### config.mk
export PLATFORM = sky130hd
export DESIGN_NAME = can_rx_sampler
export DESIGN_NICKNAME = d
export VERILOG_FILES = /design/src/rtl/can_rx_sampler.sv
export SDC_FILE = /design/constraint.sdc
export NUM_CORES = 1
export LEC_CHECK = 0
export ABC_AREA = 1
export BUFFER_PORTS_ARGS = -buffer_cell sky130_fd_sc_hd__buf_4
export CORE_MARGIN = 2
export CORE_UTILIZATION = 50
export CTS_CLUSTER_SIZE = 12
export DETAILED_ROUTE_END_ITERATION = 8
export MAX_ROUTING_LAYER = met4
export PLACE_DENSITY = 0.68
export SLEW_MARGIN = 40
export SYNTH_ARGS = -nofsm -noshare
export SYNTH_HDL_FRONTEND = slang
export SYNTH_SLANG_ARGS = --single-unit
### constraint.sdc
create_clock -name clk -period 4.3 [get_ports clk]
set_clock_uncertainty 0.1 [all_clocks]
set_input_delay 0.215 -clock clk [delete_from_list [all_inputs] [get_ports clk]]
set_output_delay 0.215 -clock clk [all_outputs]
set_load 0.01 [all_outputs]
### src/rtl/can_rx_sampler.sv
module can_rx_sampler #(
  parameter int CLK_HZ     = 50_000_000,
  parameter int BIT_RATE   = 1_000_000,
  parameter int SAMPLE_PCT = 70,
  parameter int MAX_BITS   = 256,
  parameter int IDX_W      = 8
) (
  input  logic             clk,
  input  logic             rst_n,
  input  logic             rx_i,
  input  logic             stuff_en_i,
  input  logic             frame_end_i,
  output logic             bit_valid_o,
  output logic             bit_o,
  output logic [IDX_W-1:0] bit_idx_o,
  output logic             stuff_o
);
  localparam int PERIOD = (CLK_HZ + BIT_RATE / 2) / BIT_RATE;
  localparam int OFFSET = (PERIOD * SAMPLE_PCT + 50) / 100;
  localparam int TW     = $clog2(PERIOD * MAX_BITS + 1) + 1;

  logic             busy;
  logic [TW-1:0]    elapsed, target;
  logic [2:0]       run;
  logic             last;
  logic [IDX_W-1:0] idx;

  wire hit      = busy && (elapsed == target);
  wire is_stuff = stuff_en_i && (run == 3'd5) && (rx_i != last);

  always_ff @(posedge clk) begin
    if (!rst_n) begin
      busy        <= 1'b0;
      elapsed     <= '0;
      target      <= '0;
      run         <= '0;
      last        <= 1'b0;
      idx         <= '0;
      bit_valid_o <= 1'b0;
      bit_o       <= 1'b0;
      bit_idx_o   <= '0;
      stuff_o     <= 1'b0;
    end else begin
      bit_valid_o <= 1'b0;
      stuff_o     <= 1'b0;
      if (frame_end_i) begin
        busy    <= 1'b0;
        elapsed <= '0;
        target  <= '0;
        run     <= '0;
        last    <= 1'b0;
        idx     <= '0;
      end else if (!busy) begin
        if (!rx_i) begin
          busy    <= 1'b1;
          elapsed <= TW'(1);
          target  <= TW'(OFFSET);
          run     <= '0;
          idx     <= '0;
        end
      end else begin
        elapsed <= elapsed + TW'(1);
        if (hit) begin
          target <= target + TW'(PERIOD);
          last   <= rx_i;
          if (is_stuff) begin
            stuff_o <= 1'b1;
            run     <= 3'd1;
          end else begin
            bit_valid_o <= 1'b1;
            bit_o       <= rx_i;
            bit_idx_o   <= idx;
            idx         <= idx + IDX_W'(1);
            if (run != 3'd0 && rx_i == last)
              run <= (run == 3'd5) ? 3'd5 : run + 3'd1;
            else
              run <= 3'd1;
          end
        end
      end
    end
  end

  assert_idle_quiet_R1: assert property (@(posedge clk) disable iff (!rst_n)
    !busy |=> !bit_valid_o && !stuff_o);

  assert_anchor_step_R3: assert property (@(posedge clk) disable iff (!rst_n)
    (hit && !frame_end_i) |=> target == $past(target) + TW'(PERIOD));

  assert_stuff_after_five_R4: assert property (@(posedge clk) disable iff (!rst_n)
    stuff_o |-> $past(run) == 3'd5 && $past(stuff_en_i));

  assert_one_strobe_R4: assert property (@(posedge clk) disable iff (!rst_n)
    !(stuff_o && bit_valid_o));

  assert_idx_hold_R5: assert property (@(posedge clk) disable iff (!rst_n)
    stuff_o |-> idx == $past(idx));

  assert_idx_step_R5: assert property (@(posedge clk) disable iff (!rst_n)
    bit_valid_o |-> idx == $past(idx) + IDX_W'(1));

  assert_end_clears_R7: assert property (@(posedge clk) disable iff (!rst_n)
    frame_end_i |=> !busy && idx == '0 && !bit_valid_o && !stuff_o);
endmodule

== Word level (Yosys, flattened, before mapping) ==
Cells that the tools add are included.

* Flip-flop bits (word level): 54
* Input bits: 5
* Output and inout bits: 11
* Word-level logic and storage cells: 56

* Add/subtract/negate cells: 4
* Equal/unequal tests: 7
* Mux-type cells: 19
* Bitwise gates (word level): 5
* Reductions and logical operators: 11

{| class="wikitable"
|+ Operators with widths
! kind !! number
|-
| $mux 15 || 5
|-
| $mux 8 || 4
|-
| $mux 3 || 6
|-
| $add 15x1->15 const B || 1
|-
| $add 15x6->15 const B || 1
|-
| $eq 15x15->1 || 1
|-
| $add 8x1->8 const B || 1
|-
| $not 1->1 || 5
|-
| $logic_and 1x1->1 || 4
|-
| $mux 1 || 4
|-
| $ne 2x1->1 const B || 2
|-
| $reduce_and 2->1 || 2
|-
| $reduce_and 4->1 || 1
|-
| $reduce_or 4->1 || 1
|-
| $add 3x1->3 const B || 1
|-
| $eq 3x3->1 const B || 1
|-
| $reduce_and 3->1 || 1
|-
| $reduce_bool 3->1 || 1
|-
| $ne 2x2->1 const B || 1
|-
| $reduce_or 2->1 || 1
|-
| $eq 1x1->1 || 1
|-
| $ne 1x1->1 || 1
|}

== Longest topological paths before layout ==
Gate-level depths: netlist of run 1.

* Word-level depth: 6
* Depth in mapped cells: 12
* Mapped depth without buffers: 12

== Worst setup path before layout of run 1 ==
OpenSTA, ideal clock, no wires.

* Path kind: register to register
* Start point: reg elapsed[7]
* End point: reg run[1]
* Setup time: 120 ps
* Data arrival time: 1,280 ps
* Required time: 4,080 ps
* Slack: 2,799 ps
* Cell stages (with the launch flop): 12
* Path buffers: 0
* Cell sequence: dfxtp_1 -> inv_2 -> nand2_1 -> nand2_1 -> nor2_1 -> nand2_1 -> nor2_4 -> nand2_2 -> nand2_2 -> nor2_1 -> nand2_1 -> o21ai_1

* Longest elaborated chain between the ends: 4

{| class="wikitable"
|+ Ends and longest elaborated chain
! item !! line !! source
|-
| start: declaration || 23 || <nowiki>logic [TW-1:0] elapsed, target;</nowiki>
|-
| start signal: assignment || 62 || <nowiki>elapsed <= elapsed + TW'(1);</nowiki>
|-
| $eq 15x15->1 || 28 || <nowiki>wire hit = busy && (elapsed == target);</nowiki>
|-
| $logic_and 1x1->1 || 28 ||
|-
| $ne 2x1->1 (no line) || - ||
|-
| $reduce_and 2->1 (no line) || - ||
|-
| end signal: assignment || 75 || <nowiki>run <= (run == 3'd5) ? 3'd5 : run + 3'd1;</nowiki>
|-
| end: declaration || 24 || <nowiki>logic [2:0] run;</nowiki>
|}

No other way between the ends.
A chain may end at the register's enable or synchronous reset.

== Worst setup path in the final report of run 1 ==
* Start point: reg busy
* End point: reg run[0]

* Longest elaborated chain between the ends: 3

{| class="wikitable"
|+ Ends and longest elaborated chain
! item !! line !! source
|-
| start: declaration || 22 || <nowiki>logic busy;</nowiki>
|-
| start signal: assignment || 33 || <nowiki>busy <= 1'b0;</nowiki>
|-
| start signal: assignment || 47 || <nowiki>busy <= 1'b0;</nowiki>
|-
| start signal: assignment || 55 || <nowiki>busy <= 1'b1;</nowiki>
|-
| $logic_and 1x1->1 || 28 ||
|-
| $ne 2x1->1 (no line) || - ||
|-
| $reduce_and 2->1 (no line) || - ||
|}

Several ways; a longest one is shown, not always the timed one.

==> results of run 1 <==
## path summary, 6_finish.rpt
path / slack [ns] / startpoint / cells after the start / endpoint
worst max-delay path: 1.95 / busy / 6 / run[0]
worst min-delay path: 0.09 / rx_i / 3 / bit_o
worst max register to register: 1.95 / busy / 6 / run[0]
worst min register to register: 0.37 / elapsed[14] / 2 / elapsed[14]
## through the flow
stage	hold WS [ns]	utilization, %
floorplan	0.250	-
global placement	0.350	54.4
detailed placement	0.361	54.4
CTS	0.0762	56.2
global route	0.0825	56.3
finish	0.0913	56.3
## report_power, final
part	internal, W	switching (W)
registers	0.000506	0.00000603
clock network	0.000133	0.000173
logic	0.0000202	0.0000494
total	0.000659	0.000228
## placed cells by master (no fill, tap or decap), types with 4 or more instances in the layout
| master | instances |
|---|---|
| sky130_fd_sc_hd__buf_4 | 15 |
| sky130_fd_sc_hd__xor2_1 | 6 |
| sky130_fd_sc_hd__clkbuf_8 | 6 |
| sky130_fd_sc_hd__nor2_1 | 60 |
| sky130_fd_sc_hd__nand4_1 | 4 |
| sky130_fd_sc_hd__inv_2 | 6 |
| sky130_fd_sc_hd__nor3_1 | 8 |
| sky130_fd_sc_hd__dfxtp_1 | 54 |
| sky130_fd_sc_hd__a211oi_1 | 5 |
| sky130_fd_sc_hd__a21oi_1 | 26 |
| sky130_fd_sc_hd__inv_1 | 52 |
| sky130_fd_sc_hd__o21ai_0 | 16 |
| sky130_fd_sc_hd__nand2_2 | 5 |
| sky130_fd_sc_hd__nand2_1 | 135 |
| sky130_fd_sc_hd__nand3_1 | 30 |
## worst max-delay path: stages (launching register included)
cell and delay, ns:
sky130_fd_sc_hd__dfxtp_1 0.44, sky130_fd_sc_hd__nor2_1 0.29, sky130_fd_sc_hd__clkinv_1 0.68, sky130_fd_sc_hd__nand2_2 0.43
sky130_fd_sc_hd__nor2_1 0.15, sky130_fd_sc_hd__nand2_1 0.09, sky130_fd_sc_hd__o21ai_1 0.06
## area by class of cell
class	count	area, um^2
multi-input cells	317	1480
clock inverters	2	16.3
inverters	62	234
fillers	566	2410
repair buffers	15	113
clock buffers	6	82.6
flip-flops and latches	54	1080
well taps	72	90.1
## sequential cells by signal, summed over array words and instances, names as in the netlist
| register | count |
|---|---|
| elapsed | 15 |
| idx | 8 |
| bit_o | 1 |
| bit_idx_o | 8 |
| last | 1 |
| bit_valid_o | 1 |
| stuff_o | 1 |
| busy | 1 |
| run | 3 |
| target | 15 |
## kinds of logic (layout without fill, tap and decap cells)
family / Yosys count / count (layout) / share of synthesized area (%)
AO/OA/AOI/OAI: 56 / 56 / 10.9
XOR/XNOR: 8 / 8 / 2.46
adder cells (fa/ha/maj): 3 / 3 / 1.32
buffers and inverters: 72 / 85 / 10.2
flip-flops: 54 / 54 / 37.9
AND/OR/NAND/NOR: 250 / 250 / 37.2
## routing by layer
layer,track usage (%),vias up,routed length (um)
li1,-,1417,-
met1,33.7,1164,3300
met2,33.6,57,2790
met3,3.39,4,349
met4,5.00,0,43
met5,-,-,0
==> flow_summary.yaml, run 1 <==
place:
  dp_hpwl_mm: 4.78
  placed_cells_incl_taps: 520
  gp_congestion: 0.882
  place.port_buffers: 15
  place_worst_setup_slack_ns: 1.99
  detailed_place.area_um2: 3000
yosys:
  syn-cell-area_um2: 2850
  yosysSeqAreaShare_pct: 37.9
  edff_count_synth: 0
  yosys_warning_count: 0
  post_synth.cell_area_avg_um2: 6.44
  post_synth_main_area_contributors: "sky130_fd_sc_hd__dfxtp_1 (38%), sky130_fd_sc_hd__nand2_1 (18%), sky130_fd_sc_hd__nor2_1 (7.9%), sky130_fd_sc_hd__inv_1 (7.0%), sky130_fd_sc_hd__nand3_1 (5.3%)"
  yosys_reg_bits: 54
  post-synth-top-count-cell: "sky130_fd_sc_hd__nand2_1"
  async_set_or_reset_flop_fraction_in_the_synthesized_netlist_pct: 0
  post_synth_num_cell_types: 32
  dominantRegCellSynth: "sky130_fd_sc_hd__dfxtp_1"
  synth_nets: 451
  synth.largest_area_cell: "sky130_fd_sc_hd__dfxtp_1"
  synthDominantCellAreaShare_pct: 37.9
  yosys-top-cells-count: "sky130_fd_sc_hd__nand2_1 (136), sky130_fd_sc_hd__nor2_1 (60), sky130_fd_sc_hd__dfxtp_1 (54)"
  syn_inst: 443
critical_path:
  worst_setup_path_end_kind: "register"
  crit_arrival_ns: 2.46
  worst-setup-path-type: "reg -> reg"
  critPathMaxFanout: 24
  required_ns: 4.40
  worstSetupStartpointType: "register"
grt:
  grt.overflow.total: 0
  first_pass_grt_wire_length_mm: 11.4
  grt_start_max_net_pins: 25
  grt_pass1_vias: 2426
  gr-usage-all-layers_pct: 23.0
  number_of_antenna_violations_at_the_first_check_in_global_routing: 0
cts:
  clockRootBuffer: "sky130_fd_sc_hd__clkbuf_8"
  post_cts.resized_instances: 0
  cts.repair_timing.setup_buffer_count: 0
  cts.sinks: 54
  clock_tree.htree_level_count: 2
  tritoncts: "done"
  cts_buffer_depth: 2
  hold_buffers: 0
  clk_latency_ns: 0.31
  clock_pin_slew_of_the_registers_on_the_worst_case_setup_and_hold_paths_ns: 0.10
  cts_made_buffers: 5
detailed_routing:
  drt_drc_violations_left: 0
  drtAntennaViolNets: 0
  dr.pass1.iters: 4
  drt_first_iter_violations: 195
  wire_per_inst_um: 12.3
  route.vias.total: 2642
  wl_mm: 6.48
  drt-vias-per-instance: 5.00
die:
  core_um2: 5510
  initial_utilization_pct: 51.8
  num_rows: 27
  die_h_um: 79.5
  io_pins: 16
  die_width_um: 79.5
  die_area_um2: 6330
finish:
  fin_cells: 528
  nNetsFinal: 463
  syn2layout_area_growth_pct: 8.64
  num_antenna_cells: 0
  stdcell_area_um2: 3100
  final_layout_size_suffix_gt1_share_pct: 9.21
power_and_ir_drop:
  power.density_nw_per_um2: 286
  design_power_total_w: 0.000888
  total_leakage_power_nw: 1.30
  irDropWorstVdd_v: 0.000141
min_path:
  hp-class: "in -> reg"
timing:
  setup_violations: 0
  post_route_worst_setup_slack_ns: 1.95
  finalCritPeriodShare_pct: 54.7
  drv_slew: 0
  timing_hold_violations_final: 0
  setup-tns-final_ns: 0
  maxSlewHeadroom_pct: 49.3
  grt_setup_unrepaired: "no"
  worst-slew-pin-transition_ns: 0.755
  period_needed_ns: 2.35
  fmax_ghz: 0.425
flow_run:
  max_cap_viol_count: 0
outcome:
  status: "completed"
(Power assumes the default switching activity.)
==> run 2: changes to the inputs <==
==> constraint.sdc (replaced) <==
create_clock -name clk -period 2.37 [get_ports clk]
set_clock_uncertainty 0.1 [all_clocks]
set_input_delay 0.1185 -clock clk [delete_from_list [all_inputs] [get_ports clk]]
set_output_delay 0.1185 -clock clk [all_outputs]
set_load 0.01 [all_outputs]
==> flow_summary.yaml, run 2 (same netlist as run 1, synthesis figures left out) <==
die:
  num_rows: 27
  io_pins: 16
  die_h_um: 79.5
  core_um2: 5510
  initial_utilization_pct: 51.8
  die_area_um2: 6330
  die_width_um: 79.5
grt:
  grt.overflow.total: 0
  first_pass_grt_wire_length_mm: 11.8
  gr-usage-all-layers_pct: 24.3
  grt_start_max_net_pins: 24
  grt_pass1_vias: 2502
  number_of_antenna_violations_at_the_first_check_in_global_routing: 0
detailed_routing:
  dr.pass1.iters: 5
  drt-vias-per-instance: 5.09
  route.vias.total: 2734
  drt_first_iter_violations: 196
  wl_mm: 6.90
  drt_drc_violations_left: 0
  wire_per_inst_um: 12.8
  drtAntennaViolNets: 0
min_path:
  hp-class: "in -> reg"
timing:
  fmax_ghz: 0.466
  setup-tns-final_ns: 0
  timing_hold_violations_final: 0
  post_route_worst_setup_slack_ns: 0.224
  drv_slew: 0
  maxSlewHeadroom_pct: 54.6
  period_needed_ns: 2.15
  finalCritPeriodShare_pct: 90.6
  setup_violations: 0
  grt_setup_unrepaired: "no"
  hold_slack_ns: 0.177
  worst-slew-pin-transition_ns: 0.681
finish:
  syn2layout_area_growth_pct: 11.6
  layout.filler_cells: 559
  largest_registers: "elapsed: 15 flops, target: 15 flops"
  nNetsFinal: 472
  num_antenna_cells: 0
  multi_input_comb_area_um2: 1480
  final_layout_size_suffix_gt1_share_pct: 9.89
  layout.cells.most_common: "sky130_fd_sc_hd__nand2_1"
  fin_cells: 537
  layout.cells.most_common_list: "sky130_fd_sc_hd__nand2_1 (136), sky130_fd_sc_hd__nor2_1 (60), sky130_fd_sc_hd__dfxtp_1 (54)"
  sequential_cell_area_um2: 1080
power_and_ir_drop:
  irDropWorstVdd_v: 0.000366
  power.density_nw_per_um2: 535
  design_power_total_w: 0.00170
  total_leakage_power_nw: 1.35
cts:
  clockRootBuffer: "sky130_fd_sc_hd__clkbuf_8"
  post_cts.resized_instances: 0
  clock_pin_slew_of_the_registers_on_the_worst_case_setup_and_hold_paths_ns: 0.10
  clk_latency_ns: 0.31
  cts_buffer_depth: 2
  cts.sinks: 54
  clock_tree.htree_level_count: 2
  cts_made_buffers: 5
  tritoncts: "done"
outcome:
  status: "completed"
critical_path:
  worstSetupStartpointType: "input port"
  crit_arrival_ns: 2.25
  worst-setup-path-type: "in -> reg"
  required_ns: 2.48
  worst_setup_path_end_kind: "register"
  critPathMaxFanout: 7
  r2r_setup_slack_ns: 0.23
place:
  place.port_buffers: 15
  dp_hpwl_mm: 4.99
  place_worst_setup_slack_ns: 0.398
  gp_congestion: 0.957
  placed_cells_incl_taps: 525
flow_run:
  max_cap_viol_count: 0
-- run 2: worst max-delay path, stage by stage --
cell                            delay (ns)
sky130_fd_sc_hd__dlygate4sd3_1        0.54
sky130_fd_sc_hd__buf_4                0.15
sky130_fd_sc_hd__inv_1                0.08
sky130_fd_sc_hd__nand2_1              0.07
sky130_fd_sc_hd__nand2_1              0.11
sky130_fd_sc_hd__nand3_1              0.25
sky130_fd_sc_hd__nand4_4              0.24
sky130_fd_sc_hd__nand2_1              0.07
sky130_fd_sc_hd__nand2_1              0.05
sky130_fd_sc_hd__nor2_1               0.03
sky130_fd_sc_hd__dlygate4sd3_1        0.54
-- run 2: area by class of cell --
cell class              count  area share, %
clock buffers               6           2.28
clock inverters             2           1.18
inverters                  62           7.35
multi-input cells         317           46.5
flip-flops and latches     54           34.0
well taps                  72           2.83
repair buffers             24           5.90
-- run 2: path summary, 6_finish.rpt --
| kind | from | endpoint | depth (start not counted) |
|---|---|---|---|
| worst max-delay path | rx_i | bit_o | 11 |
| worst max register to register | target[10] | bit_o | 10 |
| worst min register to register | elapsed[14] | elapsed[14] | 2 |
| worst min-delay path | frame_end_i | bit_idx_o[2] | 5 |
-- run 2: repair_timing --
action                                  CTS  global route
hold buffers                              3             0
setup buffers                             0             1
endpoints found under the setup margin    0             1
endpoints found under the hold margin     9             0
-- run 2: per-layer routing --
layer  vias up  GRT usage, %  wire length (um)
li1       1436             -                 -
met1      1238          33.6              3500
met2        52          37.6              3080
met3         8          3.73               245
met4         0          5.69                63
met5         -             -                 0
-- run 2: per-stage QoR --
step	cell area (um^2)	utilization [%]
2_1_floorplan	2850	-
3_3_place_gp	3040	55.1
3_5_place_dp	3040	55.1
4_1_cts	3180	57.7
5_1_grt	3180	57.8
6_report	3180	57.8
-- run 2: power breakdown --
group | total [W] | switching [W] | internal (W) | leakage [nW]
clock network | 0.000632 | 0.000316 | 0.000316 | 0.0514
registers | 0.000929 | 0.0000107 | 0.000919 | 0.436
logic | 0.000142 | 0.0000956 | 0.0000461 | 0.858
total | 0.00170 | 0.000423 | 0.00128 | 1.35
